[config.mk]
export PLATFORM = sky130hd
export DESIGN_NAME = path_trace_buf
export DESIGN_NICKNAME = d
export VERILOG_FILES = /design/src/rtl/path_trace_buf.sv
export SDC_FILE = /design/constraint.sdc
export NUM_CORES = 2
export LEC_CHECK = 0
export ABC_CLOCK_PERIOD_IN_PS = 6550
export BUFFER_PORTS_ARGS = -buffer_cell sky130_fd_sc_hd__buf_2
export CORE_ASPECT_RATIO = 1.25
export CORE_UTILIZATION = 55
export DETAILED_ROUTE_END_ITERATION = 8
export HOLD_SLACK_MARGIN = 0.02
export PLACE_DENSITY_LB_ADDON = 0.08
export SYNTH_ARGS = -nofsm -noshare
export SYNTH_HDL_FRONTEND = slang
export SYNTH_SLANG_ARGS = --single-unit
[constraint.sdc]
create_clock -name clk -period 6.55 [get_ports clk]
set_input_delay 0 -clock clk [delete_from_list [all_inputs] [get_ports clk]]
set_output_delay 0 -clock clk [all_outputs]
set_load 0.03 [all_outputs]
[src/rtl/path_trace_buf.sv]
module path_trace_buf #(
  parameter int MSG_LEN = 64,
  parameter int BW      = 8,
  parameter int REPEATS = 3,
  parameter int NDEF    = 5,
  localparam int IW     = $clog2(MSG_LEN),
  localparam int CW     = $clog2(REPEATS + 1)
) (
  input  logic            clk,
  input  logic            rst_n,
  input  logic            frame_stb,
  input  logic [BW-1:0]   rx_byte,
  input  logic [NDEF-1:0] defect,
  input  logic            tx_en,
  output logic [BW-1:0]   tx_byte,
  input  logic            wr_en,
  input  logic [IW-1:0]   wr_addr,
  input  logic [BW-1:0]   wr_data,
  input  logic [IW-1:0]   rd_addr,
  output logic [BW-1:0]   rx_rd_data,
  output logic [BW-1:0]   tx_rd_data,
  output logic            trace_chg
);
  localparam logic [IW-1:0] LAST = IW'(MSG_LEN - 1);

  logic [BW-1:0] tx_mem  [MSG_LEN];
  logic [BW-1:0] cap_mem [MSG_LEN];
  logic [BW-1:0] rx_mem  [MSG_LEN];
  logic [BW-1:0] nxt_msg [MSG_LEN];
  logic [IW-1:0] tx_idx, rx_idx;
  logic [CW-1:0] rep_cnt, cnt_nx;
  logic          mm, dirty, differs, accept;

  wire any_def = |defect;
  wire at_last = (rx_idx == LAST);
  wire byte_mm = (rx_byte != cap_mem[rx_idx]);
  wire msg_mm  = (rx_idx == '0) ? byte_mm : (mm | byte_mm);

  assign tx_byte    = tx_en ? tx_mem[tx_idx] : '0;
  assign rx_rd_data = rx_mem[rd_addr];
  assign tx_rd_data = tx_mem[rd_addr];

  for (genvar g = 0; g < MSG_LEN; g++) begin : g_nxt
    assign nxt_msg[g] = (g == MSG_LEN - 1) ? rx_byte : cap_mem[g];
  end

  always_comb begin
    cnt_nx = rep_cnt;
    if (any_def)
      cnt_nx = '0;
    else if (frame_stb && at_last) begin
      if (dirty)
        cnt_nx = '0;
      else if (rep_cnt == '0 || msg_mm)
        cnt_nx = CW'(1);
      else if (rep_cnt < CW'(REPEATS))
        cnt_nx = CW'(rep_cnt + 1'b1);
    end
  end

  assign accept = frame_stb && at_last && (cnt_nx == CW'(REPEATS))
                  && (rep_cnt != CW'(REPEATS));

  always_comb begin
    differs = 1'b0;
    for (int k = 0; k < MSG_LEN; k++)
      if (nxt_msg[k] != rx_mem[k]) differs = 1'b1;
  end

  always_ff @(posedge clk or negedge rst_n) begin
    if (!rst_n) begin
      tx_idx    <= '0;
      rx_idx    <= '0;
      rep_cnt   <= '0;
      mm        <= 1'b0;
      dirty     <= 1'b0;
      trace_chg <= 1'b0;
      for (int k = 0; k < MSG_LEN; k++) begin
        tx_mem[k]  <= '0;
        cap_mem[k] <= '0;
        rx_mem[k]  <= '0;
      end
    end else begin
      rep_cnt   <= cnt_nx;
      trace_chg <= accept && differs;
      if (wr_en)
        tx_mem[wr_addr] <= wr_data;
      if (frame_stb && tx_en)
        tx_idx <= (tx_idx == LAST) ? '0 : tx_idx + 1'b1;
      if (frame_stb)
        rx_idx <= at_last ? '0 : rx_idx + 1'b1;
      if (frame_stb && at_last)
        dirty <= 1'b0;
      else if (any_def)
        dirty <= 1'b1;
      if (frame_stb && !any_def) begin
        cap_mem[rx_idx] <= rx_byte;
        mm <= at_last ? 1'b0 : msg_mm;
      end
      if (accept)
        for (int k = 0; k < MSG_LEN; k++)
          rx_mem[k] <= nxt_msg[k];
    end
  end
endmodule

==> qor.yml <==
run_status:
  status: "finished with violations"
  violations: "capacitance limit, slew limit"
place:
  dp_cells: 7235
  place_area_sq_mm: 0.0832
  dp_hpwl_mm: 240
  numPortBuffers: 62
  place_congestion: 1.16
synth:
  ys_seq_elements: 1553
  synth_fa_ha_area_share_pct: 0.0468
  syn_area_per_cell_sq_um: 14.7
  synth_edf_count: 0
  syn-num-nets: 5518
  synth.area.mux_share_pct: 37.7
  async_reset_ff_share_pct: 100
  yosysWarnings: 0
  syn-cell-area_sq_mm: 0.0802
  synth-simple-area-share_pct: 3.47
  ys_types: 66
  synth_top_family_by_area: "multiplexers"
  synth_xor_area_share_pct: 5.34
  synth_compound_area_share_pct: 2.64
  synth_ff_type: "dfrtp_1"
  yosysSeqAreaShare_pct: 48.4
  syn_inst: 5477
global_routing:
  grt_max_degree: 164
  grt_first_pass_wirelength_mm: 460
  grt_usage_pct: 46.4
  grt-ovfl-total: 0
  grt_pass1_vias: 53400
  antenna_found_initial: 58
floorplanning:
  die_y_um: 429
  coreArea_sq_mm: 0.145
  die_area_sq_mm: 0.147
  initial_core_util_pct: 55.5
  die_x_um: 344
  pin_count: 63
  rows: 156
timing:
  slew_viol_final: 13
  rsz0062_at_grt: "false"
  finalCritPeriodShare_pct: 95.5
  relSlewSlack_pct: -3.09
  fin_crit_ps: 6260
  fin_tns_setup_ps: 0
  timing.hold.ws_ps: 59.8
  fmax_mhz: 160
  worst_pin_slew_ps: 1540
  finalClockSkew_ps: 38.2
  setup_violations: 0
  hold_viol_final: 0
clocking:
  path_clk_slew_ps: 60
  htreeDepth: 4
  tritoncts: "built"
  numClockSinks: 1553
  post_cts_resized: 0
  insertion_delay_ps: 850
  cts-root-buf: "clkbuf_16"
  cts_made_buffers: 162
  cts_setup_buffers: 0
  clk_path_buf_depth: 3
routing:
  drtPass1Iterations: 7
  vias: 53900
  drc: 0
  routed_wl_mm: 333
  drt-initial-drc-count: 5991
  wire_per_inst_um: 43.9
  antenna_left: 0
  via_per_inst: 7.11
finish:
  drive_above_1_share_pct: 38.4
  finish.utilization_pct: 61.7
  stdcell_area_sq_mm: 0.0892
  area_growth_pct: 11.2
  nets: 5571
  layout.cells.non_filler: 7587
critical_path:
  cp-endpoint: "rx_mem[408]$_DFFE_PN0P_"
  arrival_ps: 6960
  reg2regPathDepth: 13
  crit_path_start: "rx_idx[0]$_DFFE_PN0P_"
  rr_startpoint: "rx_idx[0]$_DFFE_PN0P_"
  cp.required_ps: 7250
  cp-end-kind: "register"
  path_class: "reg -> reg"
  cp_max_fo: 59
  reg2reg_to: "rx_mem[408]$_DFFE_PN0P_"
  r2r_setup_slack_ps: 290
  start_kind: "register"
power_and_ir_drop:
  p_leak_nw: 43.2
  peakVddDrop_mv: 0.243
  powerDensity_mw_per_mm2: 297
run:
  drv_cap: 4
hold_path:
  hold_path.class: "in -> reg"
routing by layer:
layer,track usage [%],up-vias,share of wire (%),wire length [um]
met5,0,-,0.066,221
met4,43.5,36,12,38600
met3,14.3,1100,8.8,29400
met2,68.7,3112,46,152000
met1,53.3,28800,34,113000
li1,-,20900,-,-
cell type report:
cell class / count / area [sq um]
Fill cell: 11300 / 55400
Multi-Input combinational cell: 3486 / 39700
Sequential cell: 1553 / 38900
Clock buffer: 255 / 5080
Timing Repair Buffer: 269 / 2410
Tap cell: 1896 / 2370
Clock inverter: 38 / 457
Inverter: 58 / 218
Antenna cell: 32 / 80.1
power breakdown:
group	switching, W	internal (W)
Clock	0.00408	0.00560
Sequential	0.000716	0.0101
Combinational	0.00372	0.00223
flip-flops by register name (all words and copies together), names as in the netlist, 2 cells and up:
name	count
rx_mem	512
rep_cnt	2
tx_idx	6
cap_mem	512
tx_mem	512
rx_idx	6
repair_timing:
item | CTS | global route
endpoints found under the hold margin | 735 | 0
setup endpoints to repair | 0 | 0
hold buffers | 23 | 0
logic make-up (layout without fill, tap and decap cells):
kind of cell             Yosys count  in the layout
AND/OR/NAND/NOR                  533            533
other                              0             32
flip-flops                      1553           1553
multiplexers                    2167           2167
XOR/XNOR                         489            489
AO/OA/AOI/OAI                    294            294
buffers and inverters            438            620
adder cells (fa/ha/maj)            3              3
cells in the mapped netlist (all sizes together) (4+ instances only):
| cell type | instances | area share, % |
|---|---|---|
| and3b | 9 | 0.098 |
| a221o | 12 | 0.15 |
| nor4 | 115 | 0.92 |
| clkbuf | 235 | 1.1 |
| o22ai | 50 | 0.39 |
| mux4 | 533 | 15 |
| a22oi | 27 | 0.25 |
| o2bb2ai | 10 | 0.11 |
| nor3 | 11 | 0.069 |
| mux2i | 93 | 1.2 |
| o32ai | 5 | 0.055 |
| o22a | 5 | 0.055 |
| xor2 | 381 | 4.2 |
| nand3b | 9 | 0.084 |
| nand3 | 19 | 0.12 |
| a211oi | 10 | 0.094 |
| nor2 | 144 | 0.67 |
| and3 | 8 | 0.062 |
| dfrtp | 1553 | 48 |
| xnor2 | 108 | 1.2 |
| a221oi | 41 | 0.45 |
| nand4 | 61 | 0.48 |
| nand2 | 92 | 0.43 |
| and2 | 20 | 0.16 |
| inv | 57 | 0.27 |
| a222oi | 4 | 0.050 |
| buf | 145 | 0.97 |
| nor2b | 15 | 0.12 |
| mux2 | 1541 | 22 |
| a22o | 23 | 0.25 |
| a21oi | 24 | 0.15 |
| a32oi | 4 | 0.044 |
| o21ai | 51 | 0.32 |
| a31oi | 8 | 0.062 |
| nand2b | 11 | 0.086 |
cells in the final DEF, fill, tap and decap left out, types with 32 or more instances in the layout:
master and n:
dfrtp_1 1546, mux2_2 1067, mux4_2 533, mux2_1 474, xor2_1 380, clkbuf_16 169, buf_4 149, nor2_1 110
nor4_1 110, xnor2_1 102, nand2_1 92, mux2i_1 91, nand4_1 61, buf_2 57, inv_1 56, clkbuf_8 53
o22ai_1 50, o21ai_0 49, a221oi_1 41, nor2_2 34, buf_12 34, clkbuf_1 33, diode_2 32
through the flow:
stage	setup WS, ps	power, W
floorplan	2480	0.0139
global placement	1020	0.0166
finish	294	0.0265
detailed placement	1030	0.0166
CTS	980	0.0262
global route	431	0.0270
how the worst min path moves through the flow:
stage | depth (start not counted) | slack (ps) | from | endpoint
CTS | 4 | 30 | wr_addr[3] | tx_mem[400]$_DFFE_PN0P_
global placement | 1 | 130 | rst_n | tx_mem[507]$_DFFE_PN0P_
finish | 4 | 60 | wr_addr[3] | tx_mem[399]$_DFFE_PN0P_
floorplan | 0 | -300 | rst_n | cap_mem[0]$_DFFE_PN0P_
global route | 4 | 70 | wr_addr[3] | tx_mem[399]$_DFFE_PN0P_
detailed placement | 1 | 140 | rst_n | tx_mem[445]$_DFFE_PN0P_
worst max-delay path, stage by stage, from the launching register on:
cell and delay, ps:
dfrtp_4 870, buf_12 400, and2_1 930, buf_4 350
a221oi_1 100, o22ai_1 710, o2bb2ai_1 250, nor4_1 120
xnor2_1 150, or4_1 630, nor4_4 460, buf_12 250
buf_12 300, mux2_1 390
No activity file was read; power rests on OpenSTA's default activity.
